### config.mk
export PLATFORM = sky130hd
export DESIGN_NAME = spi_byte_master
export DESIGN_NICKNAME = d
export VERILOG_FILES = /design/src/rtl/spi_bm_pkg.sv /design/src/rtl/spi_bm_clkdiv.sv /design/src/rtl/spi_bm_engine.sv /design/src/rtl/spi_bm_regs.sv /design/src/rtl/spi_byte_master.sv
export SDC_FILE = /design/constraint.sdc
export NUM_CORES = 1
export LEC_CHECK = 0
export ABC_AREA = 0
export ABC_CLOCK_PERIOD_IN_PS = 4050
export BUFFER_PORTS_ARGS = -buffer_cell sky130_fd_sc_hd__buf_2
export CORE_MARGIN = 2
export CORE_UTILIZATION = 52
export DETAILED_ROUTE_END_ITERATION = 16
export GPL_TIMING_DRIVEN = 0
export HOLD_SLACK_MARGIN = 0.03
export PLACE_DENSITY_LB_ADDON = 0.15
export SYNTH_ARGS = -nofsm -noshare
export SYNTH_HDL_FRONTEND = slang
export SYNTH_SLANG_ARGS = --single-unit
### constraint.sdc
create_clock -name clk -period 4.05 [get_ports clk]
set_clock_uncertainty 0.15 [all_clocks]
set_input_delay 1.215 -clock clk [delete_from_list [all_inputs] [get_ports clk]]
set_output_delay 1.215 -clock clk [all_outputs]
set_load 0.005 [all_outputs]
### src/rtl/spi_bm_pkg.sv
package spi_bm_pkg;

  localparam logic [2:0] ADR_CTRL   = 3'h0;
  localparam logic [2:0] ADR_STAT   = 3'h1;
  localparam logic [2:0] ADR_DATA   = 3'h2;
  localparam logic [2:0] ADR_EXT    = 3'h3;
  localparam logic [2:0] ADR_PARAM  = 3'h4;
  localparam logic [2:0] ADR_SEL    = 3'h5;
  localparam logic [2:0] ADR_TIMING = 3'h6;

  localparam int DIV_EXP_MAX = 12;

  // Divider code to log2 of the clock ratio (ratio = 2**exp).
  function automatic logic [3:0] div_exp(input logic [3:0] code);
    logic [3:0] e;
    case (code)
      4'd0:    e = 4'd1;
      4'd1:    e = 4'd2;
      4'd4:    e = 4'd3;
      4'd2:    e = 4'd4;
      4'd3:    e = 4'd5;
      default: e = (code >= 4'd12) ? 4'd12 : code + 4'd1;
    endcase
    return e;
  endfunction

endpackage

### src/rtl/spi_bm_clkdiv.sv
module spi_bm_clkdiv #(
  parameter int EXP_MAX = spi_bm_pkg::DIV_EXP_MAX
) (
  input  logic       clk,
  input  logic       rst_n,
  input  logic       run,
  input  logic [3:0] code,
  output logic       tick
);
  localparam int CNT_W = EXP_MAX - 1;

  logic [CNT_W-1:0] cnt_q, cnt_d, half_m1;
  logic [CNT_W:0]   half;
  logic [3:0]       ex;

  always_comb begin
    ex      = spi_bm_pkg::div_exp(code);
    half    = (CNT_W+1)'(1) << (ex - 4'd1);
    half_m1 = CNT_W'(half - (CNT_W+1)'(1));
    tick    = run && (cnt_q == half_m1);
    if (!run || tick) cnt_d = '0;
    else              cnt_d = cnt_q + CNT_W'(1);
  end

  always_ff @(posedge clk or negedge rst_n) begin
    if (!rst_n) cnt_q <= '0;
    else        cnt_q <= cnt_d;
  end

endmodule

### src/rtl/spi_bm_engine.sv
module spi_bm_engine #(
  parameter int DATA_W = 8
) (
  input  logic              clk,
  input  logic              rst_n,
  input  logic              start,
  input  logic              tick,
  input  logic              cpha,
  input  logic [DATA_W-1:0] tx_in,
  input  logic              miso,
  output logic              busy,
  output logic              sck_int,
  output logic              mosi,
  output logic [DATA_W-1:0] rx_byte,
  output logic              done_pulse
);
  localparam int EDGES = 2 * DATA_W;
  localparam int EW    = $clog2(EDGES);
  localparam logic [EW-1:0] LAST = EW'(EDGES - 1);

  logic              busy_q, busy_d;
  logic [EW-1:0]     edge_q, edge_d;
  logic              sck_q, sck_d;
  logic [DATA_W-1:0] tx_q, tx_d, rx_q, rx_d;
  logic              leading, sample_now;

  always_comb begin
    busy_d     = busy_q;
    edge_d     = edge_q;
    sck_d      = sck_q;
    tx_d       = tx_q;
    rx_d       = rx_q;
    done_pulse = 1'b0;
    leading    = ~edge_q[0];
    sample_now = leading ^ cpha;
    if (!busy_q) begin
      if (start) begin
        busy_d = 1'b1;
        edge_d = '0;
        sck_d  = 1'b0;
        tx_d   = tx_in;
      end
    end else if (tick) begin
      sck_d  = ~sck_q;
      edge_d = edge_q + EW'(1);
      if (sample_now)            rx_d = {rx_q[DATA_W-2:0], miso};
      else if (edge_q != '0)     tx_d = {tx_q[DATA_W-2:0], 1'b0};
      if (edge_q == LAST) begin
        busy_d     = 1'b0;
        done_pulse = 1'b1;
      end
    end
  end

  always_ff @(posedge clk or negedge rst_n) begin
    if (!rst_n) begin
      busy_q <= 1'b0;
      edge_q <= '0;
      sck_q  <= 1'b0;
      tx_q   <= '0;
      rx_q   <= '0;
    end else begin
      busy_q <= busy_d;
      edge_q <= edge_d;
      sck_q  <= sck_d;
      tx_q   <= tx_d;
      rx_q   <= rx_d;
    end
  end

  assign busy    = busy_q;
  assign sck_int = sck_q;
  assign mosi    = tx_q[DATA_W-1];
  assign rx_byte = rx_q;

  assert_sck_hold_R3: assert property (@(posedge clk) disable iff (!rst_n)
    (busy_q && !tick) |=> $stable(sck_q));

endmodule

### src/rtl/spi_bm_regs.sv
module spi_bm_regs #(
  parameter int NUM_SEL = 4
) (
  input  logic               clk,
  input  logic               rst_n,
  input  logic [2:0]         addr,
  input  logic [7:0]         wdata,
  input  logic               we,
  input  logic               re,
  output logic [7:0]         rdata,
  input  logic               busy,
  input  logic               done_pulse,
  input  logic [7:0]         rx_byte,
  output logic               en,
  output logic               cpol,
  output logic               cpha,
  output logic [3:0]         div_code,
  output logic               start,
  output logic [7:0]         tx_byte,
  output logic [NUM_SEL-1:0] sel_n
);
  import spi_bm_pkg::*;

  logic [7:0] ctrl_q, ctrl_d, ext_q, ext_d, param_q, param_d;
  logic [7:0] sel_q, sel_d, tim_q, tim_d;
  logic       done_q, done_d, wcol_q, wcol_d, rxe_q, rxe_d;
  logic       hit_data, hit_stat;

  always_comb begin
    hit_data = we && (addr == ADR_DATA);
    hit_stat = we && (addr == ADR_STAT);
    start    = hit_data && ctrl_q[6] && !busy;
    tx_byte  = wdata;

    ctrl_d  = ctrl_q;
    ext_d   = ext_q;
    param_d = param_q;
    sel_d   = sel_q;
    tim_d   = tim_q;
    if (we) begin
      case (addr)
        ADR_CTRL:   ctrl_d  = wdata;
        ADR_EXT:    ext_d   = wdata;
        ADR_PARAM:  param_d = wdata;
        ADR_SEL:    sel_d   = wdata;
        ADR_TIMING: tim_d   = wdata;
        default: ;
      endcase
    end

    done_d = done_q;
    if (done_pulse)                done_d = 1'b1;
    else if (hit_stat && wdata[7]) done_d = 1'b0;

    wcol_d = wcol_q;
    if (hit_data && busy)          wcol_d = 1'b1;
    else if (hit_stat && wdata[6]) wcol_d = 1'b0;

    rxe_d = rxe_q;
    if (done_pulse)                         rxe_d = 1'b0;
    else if (start)                         rxe_d = 1'b1;
    else if (re && (addr == ADR_DATA))      rxe_d = 1'b1;
  end

  always_ff @(posedge clk or negedge rst_n) begin
    if (!rst_n) begin
      ctrl_q  <= '0;
      ext_q   <= '0;
      param_q <= '0;
      sel_q   <= '0;
      tim_q   <= '0;
      done_q  <= 1'b0;
      wcol_q  <= 1'b0;
      rxe_q   <= 1'b1;
    end else begin
      ctrl_q  <= ctrl_d;
      ext_q   <= ext_d;
      param_q <= param_d;
      sel_q   <= sel_d;
      tim_q   <= tim_d;
      done_q  <= done_d;
      wcol_q  <= wcol_d;
      rxe_q   <= rxe_d;
    end
  end

  always_comb begin
    case (addr)
      ADR_CTRL:   rdata = ctrl_q;
      ADR_STAT:   rdata = {done_q, wcol_q, 5'b0, rxe_q};
      ADR_DATA:   rdata = rx_byte;
      ADR_EXT:    rdata = ext_q;
      ADR_PARAM:  rdata = param_q;
      ADR_SEL:    rdata = sel_q;
      ADR_TIMING: rdata = tim_q;
      default:    rdata = '0;
    endcase
  end

  assign en       = ctrl_q[6];
  assign cpol     = ctrl_q[3];
  assign cpha     = ctrl_q[2];
  assign div_code = {ext_q[1:0], ctrl_q[1:0]};

  for (genvar i = 0; i < NUM_SEL; i++) begin : g_sel
    assign sel_n[i] = sel_q[i] ? sel_q[i+4] : 1'b1;

    assert_sel_idle_R10: assert property (@(posedge clk) disable iff (!rst_n)
      !sel_q[i] |-> sel_n[i]);
  end

  assert_done_R6: assert property (@(posedge clk) disable iff (!rst_n)
    done_pulse |=> (done_q && !rxe_q));

  assert_rd_empty_R7: assert property (@(posedge clk) disable iff (!rst_n)
    (re && (addr == ADR_DATA) && !done_pulse) |=> rxe_q);

  assert_wcol_R8: assert property (@(posedge clk) disable iff (!rst_n)
    (hit_data && busy) |=> wcol_q);

endmodule

### src/rtl/spi_byte_master.sv
module spi_byte_master #(
  parameter int NUM_SEL = 4
) (
  input  logic               clk,
  input  logic               rst_n,
  input  logic [2:0]         bus_addr,
  input  logic [7:0]         bus_wdata,
  input  logic               bus_we,
  input  logic               bus_re,
  output logic [7:0]         bus_rdata,
  output logic               sck,
  output logic               mosi,
  input  logic               miso,
  output logic [NUM_SEL-1:0] sel_n
);
  localparam int DATA_W = 8;

  logic              en, cpol, cpha, start, busy, tick, sck_int, done_pulse;
  logic [3:0]        div_code;
  logic [DATA_W-1:0] tx_byte, rx_byte;

  spi_bm_regs #(.NUM_SEL(NUM_SEL)) regs_i (
    .clk(clk), .rst_n(rst_n), .addr(bus_addr), .wdata(bus_wdata),
    .we(bus_we), .re(bus_re), .rdata(bus_rdata), .busy(busy),
    .done_pulse(done_pulse), .rx_byte(rx_byte), .en(en), .cpol(cpol),
    .cpha(cpha), .div_code(div_code), .start(start), .tx_byte(tx_byte),
    .sel_n(sel_n)
  );

  spi_bm_clkdiv #(.EXP_MAX(spi_bm_pkg::DIV_EXP_MAX)) div_i (
    .clk(clk), .rst_n(rst_n), .run(busy), .code(div_code), .tick(tick)
  );

  spi_bm_engine #(.DATA_W(DATA_W)) eng_i (
    .clk(clk), .rst_n(rst_n), .start(start), .tick(tick), .cpha(cpha),
    .tx_in(tx_byte), .miso(miso), .busy(busy), .sck_int(sck_int),
    .mosi(mosi), .rx_byte(rx_byte), .done_pulse(done_pulse)
  );

  assign sck = cpol ^ sck_int;

  assert_sck_idle_R9: assert property (@(posedge clk) disable iff (!rst_n)
    !busy |-> (sck == cpol));

  assert_no_start_off_R9: assert property (@(posedge clk) disable iff (!rst_n)
    (!en && !busy) |=> !busy);

endmodule

# After elaboration in Yosys (flattened, before gate mapping)
# Index checks and enable logic that the tools add are counted.
# W data, S select, Z words.
[classes]
n_addsub = 5
n_lt_le_gt_ge = 1
n_eq_ne = 15
shifts = 1
muxes = 33
bitwise = 4
reduce_logical = 26
[ops]
columns = ["operator", "n"]
rows = [
  ["$pmux W8 S7", 1],
  ["$mux W8", 5],
  ["$mux W1", 21],
  ["$pmux W4 S5", 1],
  ["$mux W4", 4],
  ["$reduce_and A2 Y1", 6],
  ["$add A11 B1 Y11 const B", 1],
  ["$eq A11 B11 Y1", 1],
  ["$mux W11", 1],
  ["$shl A1 B4 Y11 const A", 1],
  ["$sub A11 B1 Y11 const B", 1],
  ["$eq A3 B3 Y1 const B", 3],
  ["$logic_and A1 B1 Y1", 9],
  ["$add A4 B1 Y4 const B", 2],
  ["$eq A4 B2 Y1 const B", 2],
  ["$eq A3 B2 Y1 const B", 2],
  ["$ne A2 B2 Y1 const B", 3],
  ["$reduce_bool A2 Y1", 3],
  ["$eq A4 B1 Y1 const B", 1],
  ["$eq A4 B3 Y1 const B", 1],
  ["$eq A4 B4 Y1 const B", 1],
  ["$ge A4 B4 Y1 const B", 1],
  ["$logic_not A4 Y1", 1],
  ["$reduce_and A4 Y1", 1],
  ["other kinds (10)", 12],
]
[totals]
register_bits = 76
output_inout_bits = 14

# Logic depth before layout (Yosys ltp)
[depth]
depth_word = 11
depth_mapped = 17
depth_no_buf = 15

# Hierarchy
# From an unflattened synthesis, not the netlist that was laid out.
[unflattened]
hier_cells = 453
hier_area_um2 = 4804.6
[modules_own_cells]
columns = ["module", "instances", "cells_each", "area_per_inst_um2"]
rows = [
  ["spi_bm_regs", 1, 184, 2349.8],
  ["spi_bm_clkdiv", 1, 188, 1391.3],
  ["spi_bm_engine", 1, 80, 1054.8],
  ["spi_byte_master", 1, 1, 8.8],
]

# Worst setup path before layout
# No wires, ideal clock.
[synth_timing]
path_kind = "register to register"
from = "register regs_i.ctrl_q[0]"
to = "register eng_i.rx_q[0], in the netlist eng_i.rx_byte[0]"
arrival_ps = 4024
slack_ps = -250
stages_incl_launch_ff = 17
n_path_buf = 2
period_less_slack_ps = 4300
path_cell_list = "dfrtp_1 > inv_1 > ha_1 > and4b_1 > or2_0 > buf_6 > or4_4 > ha_1 > nor3b_1 > o311ai_0 > o22a_1 > o21a_1 > a32oi_1 > nand4bb_4 > or3_1 > buf_6 > mux2_4"
[synth_between]
elab_chain_cells = 9
elab_cells_between_ends = 15
[synth_rtl]
columns = ["element", "line_no", "source"]
rows = [
  ["start: declaration", "spi_bm_regs.sv:24", "logic [7:0] ctrl_q, ctrl_d, ext_q, ext_d, param_q, param_d;"],
  ["start signal: assignment", "spi_bm_regs.sv:76", "ctrl_q <= ctrl_d;"],
  ["$add A4 B1 Y4 / $ge A4 B4 Y1 (equally long branches)", "spi_bm_pkg.sv:22", "default: e = (code >= 4'd12) ? 4'd12 : code + 4'd1;"],
  ["$mux W4", "spi_bm_pkg.sv:22", ""],
  ["$pmux W4 S5 (*)", "spi_bm_pkg.sv:16", "case (code)"],
  ["$sub A4 B1 Y4 (*)", "spi_bm_clkdiv.sv:18", "half = (CNT_W+1)'(1) << (ex - 4'd1);"],
  ["$shl A1 B4 Y11 (*)", "spi_bm_clkdiv.sv:18", ""],
  ["$sub A11 B1 Y11 (*)", "spi_bm_clkdiv.sv:19", "half_m1 = CNT_W'(half - (CNT_W+1)'(1));"],
  ["$eq A11 B11 Y1 (*)", "spi_bm_clkdiv.sv:20", "tick = run && (cnt_q == half_m1);"],
  ["$logic_and A1 B1 Y1 (*)", "spi_bm_clkdiv.sv:20", ""],
  ["$reduce_and A3 Y1 (no source line) (*)", "--", ""],
  ["end signal: assignment", "spi_bm_engine.sv:67", "rx_q <= rx_d;"],
  ["end: declaration", "spi_bm_engine.sv:24", "logic [DATA_W-1:0] tx_q, tx_d, rx_q, rx_d;"],
]
# Mark *: on every way between the ends. The rest lies on a longest branch, timed or not.
# A chain may end at the register's enable or synchronous reset.

# Worst setup path in the final report
[layout_timing]
from = "register regs_i.ctrl_q[0]"
to = "register eng_i.rx_q[4], in the netlist eng_i.rx_byte[4]"
# The elaborated chain is that of the path after synthesis.

==> flow_metrics.env <==
export IMPL_path_delay_family="simple AND/OR/NAND/NOR gates"
export IMPL_initial_core_util_pct=53.28
export IMPL_p_leak_nw=2.280
export IMPL_clockPowerShare_pct=22.8
export IMPL_layout_common_cells="dfrtp_1, mux2_2, buf_2"
export IMPL_grt_util_all_layers_pct=24.95
export IMPL_rsz0062_at_grt="yes"
export IMPL_worstSetupStartpointType="flop"
export IMPL_io_buffers=27
export IMPL_setup_ws_ns=-0.1929
export IMPL_violations="negative setup slack"
export IMPL_syn_avg_cell_area_um2=10.50
export IMPL_clockBufferDepth=2
export IMPL_rows=33
export IMPL_drv_cap=0
export IMPL_synth_edf_count=0
export IMPL_clock_latency_ns=0.35
export IMPL_synth_nets=439
export IMPL_setup_viol=16
export IMPL_slew_headroom_pct=41.07
export IMPL_post_place_ws_ns=-0.5521
export IMPL_dieHeight_um=95.52
export IMPL_power_frac_comb_pct=40.1
export IMPL_post_drt_wl_per_cell_um=18.86
export IMPL_critPathArrivalTime_ns=4.33
export IMPL_p_seq_share_pct=37.1
export IMPL_synth_async_reset_ratio_pct=100.0
export IMPL_path_clk_slew_ns=0.08
export IMPL_clock_sinks=76
export IMPL_slowest_stage="or4_4"
export IMPL_num_vias=3505
export IMPL_cts_tree="built"
export IMPL_first_pass_iters=4
export IMPL_critPathKind="flop to flop"
export IMPL_internal_power_mw=1.878
export IMPL_via_per_inst=6.085
export IMPL_drive_above_1_share_pct=34.39
export IMPL_worst_slew_pin_slew_ns=0.8791
export IMPL_finalMaxSlewViolations=0
export IMPL_core_area_um2=8175
export IMPL_netlist_area_um2=4355
export IMPL_fin_crit_ns=4.243
export IMPL_drc=0
export IMPL_synth_top_flop_cell="dfrtp_1"
export IMPL_swShare_pct=36.25
export IMPL_cp_required_ns=4.14
export IMPL_switchingPower_mw=1.068
export IMPL_grt_first_pass_wirelength_um=17280
export IMPL_fmax_mhz=235.7
export IMPL_drt_initial_drc_count=226
export IMPL_seq_area_frac_synth_pct=43.69
export IMPL_gp_congestion=0.8463
export IMPL_detail_route_wirelength_um=10870
export IMPL_crit_buf_inv=2
export IMPL_cpPeakStageDelay_ns=0.55
export IMPL_ys_types=62
export IMPL_areaGrowthSynthToFinish_pct=20.34
export IMPL_n_antenna_cell=0
export IMPL_die_x_um=95.52
export IMPL_antenna_found_initial=0
export IMPL_crit_path_cell_trace="buf_6 -> ha_4 -> o32a_1 -> buf_6 -> or4_4 -> ha_4 -> nor3b_2 -> o311ai_1 -> o22a_1 -> o21a_1 -> a32oi_2 -> nand4bb_4 -> or3_4 -> mux2_4"
export IMPL_drtAntennaViolNets=0
export IMPL_grt_overflow_total=0
export IMPL_cts_buffers=9
export IMPL_hold_path_class="flop to flop"
export IMPL_finalNetCount=490
export IMPL_fin_crit_sh_pct=104.8
export IMPL_setup_tns_ns=-2.012
export IMPL_die_area_um2=9124
export IMPL_layout_commonest_cell="dfrtp_1"
export IMPL_outcome="finished with violations"
export IMPL_cts_root_buf="clkbuf_8"
export IMPL_hold_viol=0
export IMPL_htreeDepth=3
export IMPL_grt_max_degree=62
export IMPL_ios=30
export IMPL_ir_worst_vdd_uv=250.1
export IMPL_cp_end_kind="flop"
export IMPL_power_density_nw_per_um2=562.0
export IMPL_synthCells=415
export IMPL_hpwlAfterDp_um=7363
export IMPL_synth_seq_cells=76
export IMPL_crit_fanout=8
export IMPL_cts_hold_buf=0
export IMPL_yosysWarningCount=0
export IMPL_grt_pass1_vias=3388
area by class of cell:
class,instances,area (um^2)
Fill cell,649,2934
Timing Repair Buffer,43,285.3
Sequential cell,76,1904
Tap cell,105,131.4
Clock buffer,11,151.4
Buffer,15,106.4
Clock inverter,5,83.83
Multi-Input combinational cell,309,2531
Inverter,12,47.55
worst paths after layout:
path | startpoint | slack [ns] | endpoint | cells past startpoint
max | regs_i.ctrl_q[0]$_DFFE_PN0P_ | -0.19 | eng_i.rx_byte[4]$_DFFE_PN0P_ | 14
min | regs_i.tim_q[0]$_DFFE_PN0P_ | 0.34 | regs_i.tim_q[0]$_DFFE_PN0P_ | 2
max reg2reg | regs_i.ctrl_q[0]$_DFFE_PN0P_ | -0.19 | eng_i.rx_byte[4]$_DFFE_PN0P_ | 14
min reg2reg | regs_i.tim_q[0]$_DFFE_PN0P_ | 0.34 | regs_i.tim_q[0]$_DFFE_PN0P_ | 2
max in group asynchronous | rst_n | 2.58 | regs_i.rxe_q$_DFFE_PN1P_ | 2
min in group asynchronous | rst_n | 0.57 | div_i.cnt_q[1]$_DFF_PN0_ | 1
Yosys cell counts, drive strengths merged (7+ instances only):
library cell   n  area share, %
a21oi         19            2.3
a31oi         13            1.9
and3           7            1.0
buf            7            1.1
clkbuf        11           0.95
dfrtp         75             43
ha             8            2.3
inv           11           0.95
mux2          46             13
mux2i          9            2.1
nand2         30            2.6
nand2b         7            1.0
nand3         21            2.4
nor2          28            2.4
o21ai         21            2.4
xnor2          8            1.6
xor2          11            2.2
repair_timing:
item | 4_1_cts | 5_1_grt
pin swaps | 13 | 7
endpoints found under the hold margin | 0 | 0
setup endpoints to repair | 43 | 43
setup buffers | 11 | 4
gates resized for setup | 25 | 35
power groups by stage:
stage	logic (mW)	clock network (mW)	registers, mW
4_1_cts	1.10	0.682	1.09
6_report	1.18	0.673	1.09
3_5_place_dp	1.03	0	1.10
3_3_place_gp	0.990	0	1.09
2_1_floorplan	0.812	0	1.05
5_1_grt	1.29	0.721	1.12
worst reg2reg max path, stage by stage (launching register included):
cell       delay, ns
dfrtp_2         0.48
buf_6           0.15
ha_4            0.18
o32a_1          0.36
buf_6           0.13
or4_4           0.55
ha_4            0.19
nor3b_2         0.17
o311ai_1        0.12
o22a_1          0.24
o21a_1          0.18
a32oi_2         0.28
nand4bb_4       0.15
or3_4           0.49
mux2_4          0.33
flip-flops by register name, indices dropped and copies added (netlist names):
name / count
div_i.cnt_q: 11
eng_i.rx_byte: 8
eng_i.tx_q: 8
regs_i.ctrl_q: 8
regs_i.ext_q: 8
regs_i.param_q: 8
regs_i.sel_q: 8
regs_i.tim_q: 8
eng_i.edge_q: 4
eng_i.busy: 1
eng_i.sck_int: 1
regs_i.done_q: 1
regs_i.rxe_q: 1
regs_i.wcol_q: 1
cell families (layout without fill, tap and decap cells):
kind of cell | Yosys count | after routing | share of synthesized area [%]
AND/OR/NAND/NOR | 125 | 125 | 14.88
AO/OA/AOI/OAI | 98 | 98 | 15.54
flip-flops | 76 | 76 | 43.69
multiplexers | 59 | 59 | 16.72
buffers and inverters | 30 | 86 | 3.045
XOR/XNOR | 19 | 19 | 3.821
adder cells (fa/ha/maj) | 8 | 8 | 2.298
routing by layer:
| layer | up-vias | track usage [%] | part of all wire [%] |
|---|---|---|---|
| met3 | 18 | 3.715 | 3.9 |
| met2 | 92 | 38.87 | 48 |
| li1 | 1647 | - | - |
| met5 | - | 0 | 0 |
| met1 | 1748 | 35.16 | 47 |
| met4 | 0 | 9.762 | 2.0 |
metrics by stage:
step	std cells	instance area, um^2	hold slack [ns]	total power [mW]	util [%]
CTS	573	5094	0.3437	2.872	62.30
global route	576	5241	0.3692	3.131	64.11
global placement	547	4667	0.3151	2.080	57.09
finish	576	5241	0.3432	2.946	64.11
floorplan	415	4400	0.2976	1.858	-
detailed placement	548	4697	0.3254	2.125	57.45
Power figures use the tool's default switching activity.
